<file path="src/rtl/bfg_pkg.sv">
package bfg_pkg;
  typedef enum logic {
    SRC_INTERNAL = 1'b0,
    SRC_PIN      = 1'b1
  } clk_src_e;

  typedef enum logic {
    FS_ON_LOAD  = 1'b0,
    FS_PERIODIC = 1'b1
  } fs_mode_e;
endpackage

</file>
<file path="src/rtl/bfg_pin_sync.sv">
module bfg_pin_sync #(
  parameter int unsigned STAGES = 2
) (
  input  logic clk,
  input  logic rst_n,
  input  logic pin,
  output logic rise_o
);
  logic [STAGES:0] chain;

  always_ff @(posedge clk or negedge rst_n) begin
    if (!rst_n) chain <= '0;
    else        chain <= {chain[STAGES-1:0], pin};
  end

  // chain[STAGES-1] is the last synchronized stage, chain[STAGES] its history
  assign rise_o = chain[STAGES-1] & ~chain[STAGES];
endmodule

</file>
<file path="src/rtl/bfg_divider.sv">
module bfg_divider #(
  parameter int unsigned DIV_W = 8
) (
  input  logic             clk,
  input  logic             rst_n,
  input  logic             enable,
  input  logic             src_tick,
  input  logic [DIV_W-1:0] div,
  output logic             bit_tick,
  output logic             bclk_level
);
  logic             run;
  logic [DIV_W-1:0] cnt;
  logic [DIV_W-1:0] half;

  assign half       = div >> 1;
  assign bit_tick   = run & src_tick & (cnt >= div);
  assign bclk_level = run & (cnt <= half);

  always_ff @(posedge clk or negedge rst_n) begin
    if (!rst_n) begin
      run <= 1'b0;
      cnt <= '0;
    end else if (!enable) begin
      run <= 1'b0;
      cnt <= '0;
    end else begin
      run <= 1'b1;
      if (bit_tick)            cnt <= '0;
      else if (run && src_tick) cnt <= cnt + DIV_W'(1);
    end
  end
endmodule

</file>
<file path="src/rtl/bfg_framer.sv">
module bfg_framer
  import bfg_pkg::*;
#(
  parameter int unsigned FRM_W = 12
) (
  input  logic             clk,
  input  logic             rst_n,
  input  logic             gen_en,
  input  logic             fs_en,
  input  fs_mode_e         mode,
  input  logic             load,
  input  logic             bit_tick,
  input  logic [FRM_W-1:0] period,
  input  logic [FRM_W-1:0] width,
  output logic             fs_level
);
  logic             armed;
  logic             shot_act;
  logic             shot_pend;
  logic [FRM_W-1:0] fcnt;

  always_ff @(posedge clk or negedge rst_n) begin
    if (!rst_n) begin
      armed     <= 1'b0;
      shot_act  <= 1'b0;
      shot_pend <= 1'b0;
      fcnt      <= '0;
    end else if (!gen_en || !fs_en) begin
      armed     <= 1'b0;
      shot_act  <= 1'b0;
      shot_pend <= 1'b0;
      fcnt      <= '0;
    end else if (mode == FS_PERIODIC) begin
      shot_act  <= 1'b0;
      shot_pend <= 1'b0;
      if (bit_tick) begin
        if (!armed) begin
          armed <= 1'b1;
          fcnt  <= '0;
        end else if (fcnt >= period) begin
          fcnt <= '0;
        end else begin
          fcnt <= fcnt + FRM_W'(1);
        end
      end
    end else begin
      armed <= 1'b0;
      if (bit_tick) begin
        if (shot_act) begin
          shot_pend <= shot_pend | load;
          if (fcnt >= width) begin
            shot_act <= 1'b0;
            fcnt     <= '0;
          end else begin
            fcnt <= fcnt + FRM_W'(1);
          end
        end else if (shot_pend || load) begin
          shot_act  <= 1'b1;
          shot_pend <= 1'b0;
          fcnt      <= '0;
        end
      end else if (load) begin
        shot_pend <= 1'b1;
      end
    end
  end

  assign fs_level = (mode == FS_PERIODIC) ? (armed && (fcnt <= width)) : shot_act;
endmodule

</file>
<file path="src/rtl/bitclk_frame_gen.sv">
module bitclk_frame_gen
  import bfg_pkg::*;
#(
  parameter int unsigned DIV_W       = 8,
  parameter int unsigned FRM_W       = 12,
  parameter int unsigned SYNC_STAGES = 2
) (
  input  logic             clk,
  input  logic             rst_n,
  input  logic             ext_clk,
  input  logic             gen_en,
  input  logic             fs_en,
  input  logic             src_ext,
  input  logic             periodic,
  input  logic             fs_load,
  input  logic [DIV_W-1:0] clk_div,
  input  logic [FRM_W-1:0] frame_per,
  input  logic [FRM_W-1:0] frame_wid,
  input  logic             bclk_inv,
  input  logic             fs_low,
  output logic             bclk_out,
  output logic             fs_out,
  output logic             bit_strobe
);
  localparam int unsigned STG = (SYNC_STAGES < 1) ? 1 : SYNC_STAGES;

  clk_src_e src_sel;
  fs_mode_e fs_mode;
  logic     pin_rise;
  logic     src_tick;
  logic     bit_tick;
  logic     bclk_level;
  logic     fs_level;

  assign src_sel = clk_src_e'(src_ext);
  assign fs_mode = fs_mode_e'(periodic);

  bfg_pin_sync #(.STAGES(STG)) u_pin_sync (
    .clk    (clk),
    .rst_n  (rst_n),
    .pin    (ext_clk),
    .rise_o (pin_rise)
  );

  assign src_tick = (src_sel == SRC_PIN) ? pin_rise : 1'b1;

  bfg_divider #(.DIV_W(DIV_W)) u_divider (
    .clk        (clk),
    .rst_n      (rst_n),
    .enable     (gen_en),
    .src_tick   (src_tick),
    .div        (clk_div),
    .bit_tick   (bit_tick),
    .bclk_level (bclk_level)
  );

  bfg_framer #(.FRM_W(FRM_W)) u_framer (
    .clk      (clk),
    .rst_n    (rst_n),
    .gen_en   (gen_en),
    .fs_en    (fs_en),
    .mode     (fs_mode),
    .load     (fs_load),
    .bit_tick (bit_tick),
    .period   (frame_per),
    .width    (frame_wid),
    .fs_level (fs_level)
  );

  assign bclk_out   = bclk_level ^ bclk_inv;
  assign fs_out     = fs_level ^ fs_low;
  assign bit_strobe = bit_tick;
endmodule

</file>
<file path="config.mk">
export PLATFORM = sky130hd
export DESIGN_NAME = bitclk_frame_gen
export DESIGN_NICKNAME = d
export VERILOG_FILES = /design/src/rtl/bfg_pkg.sv /design/src/rtl/bfg_pin_sync.sv /design/src/rtl/bfg_divider.sv /design/src/rtl/bfg_framer.sv /design/src/rtl/bitclk_frame_gen.sv
export SDC_FILE = /design/constraint.sdc
export NUM_CORES = 1
export LEC_CHECK = 0
export BUFFER_PORTS_ARGS = -buffer_cell sky130_fd_sc_hd__buf_2
export CAP_MARGIN = 10
export CELL_PAD_IN_SITES_DETAIL_PLACEMENT = 0
export CELL_PAD_IN_SITES_GLOBAL_PLACEMENT = 1
export CORE_ASPECT_RATIO = 1.4
export CORE_MARGIN = 1.5
export CORE_UTILIZATION = 38
export CTS_CLUSTER_DIAMETER = 120
export DETAILED_ROUTE_END_ITERATION = 8
export MAX_ROUTING_LAYER = met4
export PLACE_DENSITY_LB_ADDON = 0.25
export SETUP_SLACK_MARGIN = 0.3
export SLEW_MARGIN = 20
export SYNTH_ARGS = -nofsm -noshare
export SYNTH_HDL_FRONTEND = slang
export SYNTH_SLANG_ARGS = --single-unit
</file>
<file path="constraint.sdc">
create_clock -name clk -period 2.35 [get_ports clk]
set_input_delay 0.235 -clock clk [delete_from_list [all_inputs] [get_ports clk]]
set_output_delay 0.235 -clock clk [all_outputs]
set_load 0.005 [all_outputs]
</file>
# Yosys cells after proc, flatten, opt, wreduce, memory -nomap -nowiden
# Index checks and enable logic that the tools add are counted.
# op_classes
eq_ne,3
mux,30
reduce_logical,12
n_addsub,2
n_bitwise,8
n_lt_le_gt_ge,5
# op_table
operator,n
12-bit two-way mux,9
12-bit >= comparator,2
8-bit two-way mux,3
1-bit two-way mux,18
12-bit by 1-bit adder with 12-bit output (second input constant),1
12-bit <= comparator,1
8-bit by 1-bit adder with 8-bit output (second input constant),1
8-bit >= comparator,1
8-bit by 7-bit <= comparator with 1-bit output,1
4-bit nonzero test,2
3-bit by 1-bit != test with 1-bit output (second input constant),2
5-bit by 2-bit != test with 1-bit output (second input constant),1
1-bit AND,4
2-bit AND reduction,2
3-bit nonzero test,1
1-bit logical AND,2
1-bit zero test,2
1-bit logical OR,2
2-bit nonzero test,1
1-bit XOR,2
1-bit inverter,1
1-bit OR,1
# totals
wordCells,67
inputBits,42
output_inout_bits,3
reg_bits,27

# Logic depth before layout (Yosys ltp)
# Gate-level depths: netlist of run 1.
# logic_depth
word_depth,8
mapped_depth,9
depth_no_buf,8

# Cells and area by module
# A second synthesis of run 1 with hierarchy kept.
# unflattened
cells_unflattened,296
area_unflattened_um2,2489.9
# modules_own_cells
module,seq_area_each_um2,instances,cells_per_inst,area_per_inst_um2
bfg_framer,375.4,1,196,1539.0
bfg_divider,225.2,1,93,838.3
bfg_pin_sync,75.1,1,4,88.8
bitclk_frame_gen,0.0,1,3,23.8

# Worst setup path before layout of run 1
# Ideal clock, no wire load.
# synth_path
path_kind,flip-flop to flip-flop
startpoint,register u_divider.cnt[2]
endpoint,register u_framer.fcnt[9]
path_slack_ps,148
required_ps,2239
t_arrival_ps,2091
n_path_buf,0
setup_ps,111
synth_period_minus_slack_ps,2202
stages_incl_launch_ff,8
path_cell_list,dfrtp_1 -> ha_1 -> a211o_1 -> a31oi_2 -> o311ai_4 -> o21ai_4 -> a211oi_4 -> a2111oi_2
# synth_via
elab_chain_cells,4
# synth_lines
element,line_no,source
from (decl),bfg_divider.sv:13,logic [DIV_W-1:0] cnt;
from (signal assigned),bfg_divider.sv:30,else if (run && src_tick) cnt <= cnt + DIV_W'(1);
8-bit >= comparator,bfg_divider.sv:17,assign bit_tick = run & src_tick & (cnt >= div);
1-bit AND,bfg_divider.sv:17,
2-bit nonzero test (no line),-,
2-bit AND reduction (no line),-,
to (signal assigned),bfg_framer.sv:43,fcnt <= fcnt + FRM_W'(1);
to (signal assigned),bfg_framer.sv:55,fcnt <= fcnt + FRM_W'(1);
to (decl),bfg_framer.sv:20,logic [FRM_W-1:0] fcnt;
# No other way between the ends.
# A chain may end at the register's enable or synchronous reset.

# Worst setup path after layout of run 1
# layout_path
startpoint,register u_framer.fcnt[1]
endpoint,output port fs_out
# layout_via
elab_chain_cells,4
# layout_lines
element,line_no,source
12-bit <= comparator,bfg_framer.sv:68,assign fs_level = (mode == FS_PERIODIC) ? (armed && (fcnt <= width)) : shot_act;
1-bit logical AND,bfg_framer.sv:68,
1-bit two-way mux,bfg_framer.sv:68,
1-bit XOR,bitclk_frame_gen.sv:71,assign fs_out = fs_level ^ fs_low;
to (decl),bitclk_frame_gen.sv:22,"output logic fs_out,"
# No other way between the ends.

==> results of run 1 <==
per-layer routing:
| layer | global-route usage, % | up-vias |
|---|---|---|
| met3 | 0.938 | 18 |
| met1 | 22.5 | 1173 |
| li1 | - | 1222 |
| met4 | 9.02 | 0 |
| met5 | - | - |
| met2 | 38.8 | 47 |
synthesized netlist by cell type (2+ instances only):
| cell type | instances |
|---|---|
| a2111oi_2 | 2 |
| a211o_1 | 3 |
| a211oi_1 | 2 |
| a21o_1 | 5 |
| a21oi_1 | 17 |
| a31oi_1 | 2 |
| and2_1 | 2 |
| and3_1 | 8 |
| and4_1 | 2 |
| dfrtp_1 | 27 |
| ha_1 | 41 |
| inv_1 | 35 |
| mux2i_1 | 3 |
| nand2_1 | 18 |
| nand2b_1 | 4 |
| nand3_1 | 8 |
| nand4_1 | 10 |
| nor2_1 | 25 |
| nor2b_1 | 4 |
| nor3_1 | 9 |
| nor3b_1 | 2 |
| nor4_1 | 11 |
| o211ai_1 | 3 |
| o21a_1 | 3 |
| o21ai_0 | 3 |
| o21ai_1 | 7 |
| o21bai_1 | 2 |
| o311a_1 | 2 |
| or4_1 | 2 |
| xor2_1 | 3 |
worst max-delay path, stage by stage, from the launching register on:
cell and delay (ns):
dfrtp_2 0.44, ha_4 0.27, nor2b_4 0.12, o211ai_1 0.12, a211oi_2 0.29, nor4_1 0.09, nor3_1 0.27, xnor2_1 0.15
buf_2 0.12
power groups by stage:
stage | Sequential (mW) | Clock, mW | Combinational [mW]
3_5_place_dp | 0.483 | 0 | 0.200
5_1_grt | 0.475 | 0.295 | 0.319
6_report | 0.474 | 0.274 | 0.288
2_1_floorplan | 0.484 | 0 | 0.108
4_1_cts | 0.474 | 0.279 | 0.254
3_3_place_gp | 0.483 | 0 | 0.198
state kept, by name (all words and copies together) (netlist names):
name,count
u_divider.cnt,8
u_divider.run,1
u_framer.armed,1
u_framer.fcnt,12
u_framer.shot_act,1
u_framer.shot_pend,1
u_pin_sync.chain,3
area by class of cell:
type                            count  area (sq um)
Sequential cell                    27           681
Clock buffer                        4          45.0
Multi-Input combinational cell    214          2030
Fill cell                         564          2490
Timing Repair Buffer               96           696
Tap cell                           72          90.1
Inverter                           35           131
worst paths after layout:
check | slack [ns] | startpoint | endpoint | depth (start not counted)
max | -0.04 | u_framer.fcnt[1]$_DFFE_PN0P_ | fs_out | 8
min | 0.06 | ext_clk | u_pin_sync.chain[0]$_DFF_PN0_ | 1
max reg2reg | 0.04 | u_framer.fcnt[1]$_DFFE_PN0P_ | u_framer.fcnt[6]$_DFFE_PN0P_ | 11
min reg2reg | 0.36 | u_pin_sync.chain[0]$_DFF_PN0_ | u_pin_sync.chain[1]$_DFF_PN0_ | 0
max in group asynchronous | 1.39 | rst_n | u_framer.fcnt[9]$_DFFE_PN0P_ | 2
min in group asynchronous | 0.51 | rst_n | u_pin_sync.chain[2]$_DFF_PN0_ | 2
repair_timing:
item	in CTS	in global routing
hold endpoints to repair	27	0
endpoints found under the setup margin	18	23
setup buffers	20	9
pin swaps	20	17
cloned	1	0
hold buffers	1	0
resized for setup	51	33
cells by family after synthesis:
kind of cell	count (synthesis)	share of synthesized area (%)
AND/OR/NAND/NOR	109	23.7
AO/OA/AOI/OAI	57	18.1
adder cells (fa/ha/maj)	41	21.4
buffers and inverters	37	5.95
flip-flops	27	28.2
XOR/XNOR	4	1.46
multiplexers	3	1.25
through the flow:
stage,util (%),TNS [ns]
3_3_place_gp,46.9,0
4_1_cts,55.3,0
5_1_grt,59.6,-0.225
2_1_floorplan,-,0
6_report,59.6,-0.0392
3_5_place_dp,46.9,0
==> flow_summary.ini, run 1 <==
[status]
status = finished with violations
violations = negative setup slack

[pwr]
vdd_drop_max_mv = 0.219
swShare_pct = 29.5
power.density_nw_per_um2 = 282
finalPower_mw = 1.04
seqPwrFrac_pct = 45.7
clockPowerShare_pct = 26.4
p_comb_share_pct = 27.8
power_switching_mw = 0.306
p_int_mw = 0.730
p_leak_nw = 1.79

[floorplan]
die_w_microns = 70.1
dieArea_sq_um = 6800
die_h_microns = 97.0
rows = 34
placeableCoreArea_sq_um = 6170
initial_core_util_pct = 38.8
io_pins = 45

[route]
wl_met3_microns = 123
wl_met1_mm = 2.59
drt_wl_total_mm = 6.85
dr.pass1.iters = 4
route.met2.wl_mm = 3.90
wire_per_inst_microns = 15.3
vias = 2460
ant_nets = 0
drtIter0Drc = 76
routed_via_density = 5.49
dr.max_layer_used = met4
drcViolationCount = 0

[grt]
antenna_found_initial = 0
first_global_vias = 2467
grt_max_degree = 28
grt_pass1_wl_mm = 11.2
overflow = 0
grt_use_total_pct = 20.8

[yosys]
ys_ff_latch = 27
synth_area_leader_cell = dfrtp_1
synth_top_area_share_pct = 28.2
synth.cell_area_sq_um = 2400
synth_edf_count = 0
yosys_warnings = 0
yosysSeqAreaShare_pct = 28.2
async_reset_ff_share_pct = 100
synth_cells = 278
ys_types = 43
ys.flop_type = dfrtp_1
post_synth.cell_area_avg_sq_um = 8.62
netlist_top_cells_area = dfrtp_1 28%, ha_1 21%, inv_1 5.5%, nor2_1 3.9%, a21oi_1 3.6%
synth_nets = 361

[cells_and_area]
final_common_cell = buf_2
drive_above_1_share_pct = 42.6
fin_nets = 460
mostFrequentLayoutCells = 44 x buf_2, 39 x buf_4, 34 x inv_1
design_area_sq_um = 3670
instances_no_fill = 448
syn_to_final_growth_pct = 53.3
antennaDiodeCount = 0

[sta]
fin_crit_ns = 2.39
fin_crit_sh_pct = 102
worst_slack_ns = -0.0392
fin_skew_ns = 0.00462
setup_viol = 1
max_clock_freq_mhz = 419
drv_slew = 0
max_slew_margin_pct = 57.7
worst_pin_slew_ns = 0.634
rsz0062_at_grt = true
final-hold-violation-count = 0
hold_ws_ns = 0.0632

[worst_setup_path]
worstPathArrival_ns = 2.15
crit_required_ns = 2.12
path_class = flip-flop to primary output
crit_path_start_kind = flip-flop
critPathMaxFanout = 2
cp-end-kind = primary output

[clock_network]
htreeDepth = 1
cts.sinks = 27
numCtsBuffers = 3
clk_latency_ns = 0.27
clock_path_buffers = 2
cts.clk_slew.worst_paths_ns = 0.10
cts_root_buf = clkbuf_8
cts_tree = built

[placed_design]
place_congestion = 0.879
place_area_sq_um = 2890
pre_cts_ws_ns = 0.0303
portBuffers = 44
dp.cells = 413
place_hpwl_mm = 4.79

[flow_run]
maxCapViolations = 0

[hold_path]
hp-class = input port to flip-flop
(Power assumes the default switching activity.)
==> run 2: changes to the inputs <==
--- a/config.mk
+++ b/config.mk
@@ -7,11 +7,11 @@
 export LEC_CHECK = 0
 export BUFFER_PORTS_ARGS = -buffer_cell sky130_fd_sc_hd__buf_2
 export CAP_MARGIN = 10
-export CELL_PAD_IN_SITES_DETAIL_PLACEMENT = 0
-export CELL_PAD_IN_SITES_GLOBAL_PLACEMENT = 1
+export CELL_PAD_IN_SITES_DETAIL_PLACEMENT = 1
+export CELL_PAD_IN_SITES_GLOBAL_PLACEMENT = 2
 export CORE_ASPECT_RATIO = 1.4
 export CORE_MARGIN = 1.5
-export CORE_UTILIZATION = 38
+export CORE_UTILIZATION = 30
 export CTS_CLUSTER_DIAMETER = 120
 export DETAILED_ROUTE_END_ITERATION = 8
 export MAX_ROUTING_LAYER = met4
==> flow_summary.ini, run 2 (synthesized netlist as in run 1, its figures left out) <==
[worst_setup_path]
critPathMaxFanout = 2
crit_required_ns = 2.12
timing.rr.end = u_framer.fcnt[10]$_DFFE_PN0P_
path_class = flip-flop to primary output
startpoint = u_divider.cnt[4]$_DFFE_PN0P_
crit_path_start_kind = flip-flop
timing.rr.start = u_divider.cnt[4]$_DFFE_PN0P_
cp-end-kind = primary output
rr_worst_depth = 10
r2r_setup_slack_ns = 0.08
worstPathArrival_ns = 2.13

[hold_path]
whs_path_depth = 1
hp-class = input port to flip-flop
min_from = ext_clk
min_to = u_pin_sync.chain[0]$_DFF_PN0_

[route]
wl_met3_microns = 147
dr.max_layer_used = met4
ant_nets = 0
vias = 2487
drcViolationCount = 0
wire_per_inst_microns = 16.8
drtIter0Drc = 29
drt_wl_total_mm = 8.00
routed_via_density = 5.24
route.met2.wl_mm = 4.72
wl_met1_mm = 2.81
dr.pass1.iters = 4

[sta]
max_slew_margin_pct = 56.1
max_clock_freq_mhz = 423
fin_crit_sh_pct = 101
rsz0062_at_grt = true
worst_pin_slew_ns = 0.659
setup_viol = 1
worst_slack_ns = -0.0142
fin_skew_ns = 0.00681
hold_ws_ns = 0.0439
finalSetupTns_ns = -0.0142
final-hold-violation-count = 0
drv_slew = 0
fin_crit_ns = 2.36

[clock_network]
clk_latency_ns = 0.29
cts.sinks = 27
cts_root_buf = clkbuf_8
clock_path_buffers = 2
cts_tree = built
numCtsBuffers = 3
htreeDepth = 1
cts.clk_slew.worst_paths_ns = 0.11

[floorplan]
placeableCoreArea_sq_um = 7750
die_h_microns = 109
initial_core_util_pct = 30.9
dieArea_sq_um = 8540
io_pins = 45
rows = 38
die_w_microns = 78.5

[placed_design]
place_hpwl_mm = 5.74
portBuffers = 44
place_congestion = 0.762
place_area_sq_um = 2930

[flow_run]
maxCapViolations = 0

[cells_and_area]
mostFrequentLayoutCells = 44 x buf_2, 36 x buf_4, 34 x inv_1
design_area_sq_um = 3680
regMostFlops = u_framer.fcnt
syn_to_final_growth_pct = 53.4
reg_top3 = u_framer.fcnt (12), u_divider.cnt (8), u_pin_sync.chain (3)
antennaDiodeCount = 0
final_common_cell = buf_2
largest_register_ffs = 12
fin_nets = 459
drive_above_1_share_pct = 44.3

[pwr]
power.density_nw_per_um2 = 285
p_leak_nw = 1.76
vdd_drop_max_mv = 0.221

[grt]
overflow = 0
grt_max_degree = 28
antenna_found_initial = 0
grt_pass1_wl_mm = 12.8
grt_use_total_pct = 19.8
first_global_vias = 2779

[status]
violations = negative setup slack
status = finished with violations
[run 2: timing repair]
action / 4_1_cts / 5_1_grt
hold buffers: 1 / 0
pin swaps: 33 / 28
buffers inserted: 19 / 8
gates resized for setup: 50 / 36
cloned: 0 / 0
endpoints found under the setup margin: 18 / 22
endpoints found under the hold margin: 20 / 0
[run 2: how the worst max path moves through the flow]
stage	to	slack, ns	cells past startpoint
2_1_floorplan	u_framer.fcnt[9]$_DFFE_PN0P_	0.28	7
3_3_place_gp	u_framer.fcnt[4]$_DFFE_PN0P_	0.06	7
3_5_place_dp	u_framer.fcnt[6]$_DFFE_PN0P_	-0.03	7
4_1_cts	fs_out	-0.06	7
5_1_grt	bclk_out	-0.11	8
6_report	bclk_out	-0.01	8
[run 2: metrics by stage]
step | power (mW) | setup slack, ns | std cells | utilization [%]
2_1_floorplan | 0.592 | 0.276 | 278 | -
3_3_place_gp | 0.682 | 0.0603 | 443 | 37.8
3_5_place_dp | 0.689 | -0.0321 | 443 | 37.8
4_1_cts | 1.03 | -0.0571 | 467 | 44.4
5_1_grt | 1.10 | -0.110 | 475 | 47.4
6_report | 1.05 | -0.0142 | 475 | 47.4
[run 2: area by class of cell]
cell class,instances,area (sq um)
Sequential cell,27,679
Timing Repair Buffer,95,667
Clock buffer,3,41.3
Clock inverter,1,7.51
Inverter,35,131
Multi-Input combinational cell,214,2020
Fill cell,922,4070
Tap cell,100,125
[run 2: layer usage]
| layer | vias to the layer above | track usage (%) |
|---|---|---|
| met5 | - | - |
| met4 | 0 | 6.38 |
| met3 | 23 | 1.51 |
| met2 | 47 | 42.1 |
| met1 | 1210 | 17.9 |
| li1 | 1207 | - |
[run 2: worst max-delay path: stages (launching register included)]
cell	delay (ns)
dfrtp_1	0.41
buf_6	0.13
ha_4	0.21
or3_4	0.38
o21ai_2	0.07
a21oi_2	0.06
or4_1	0.40
nand3_1	0.07
buf_2	0.11
[run 2: where the power goes]
part           switching (mW)  internal, mW  leakage [nW]
sequential            0.00355         0.471         0.362
combinational           0.150         0.129          1.38
clock                   0.172         0.121        0.0217
total                   0.326         0.721          1.76
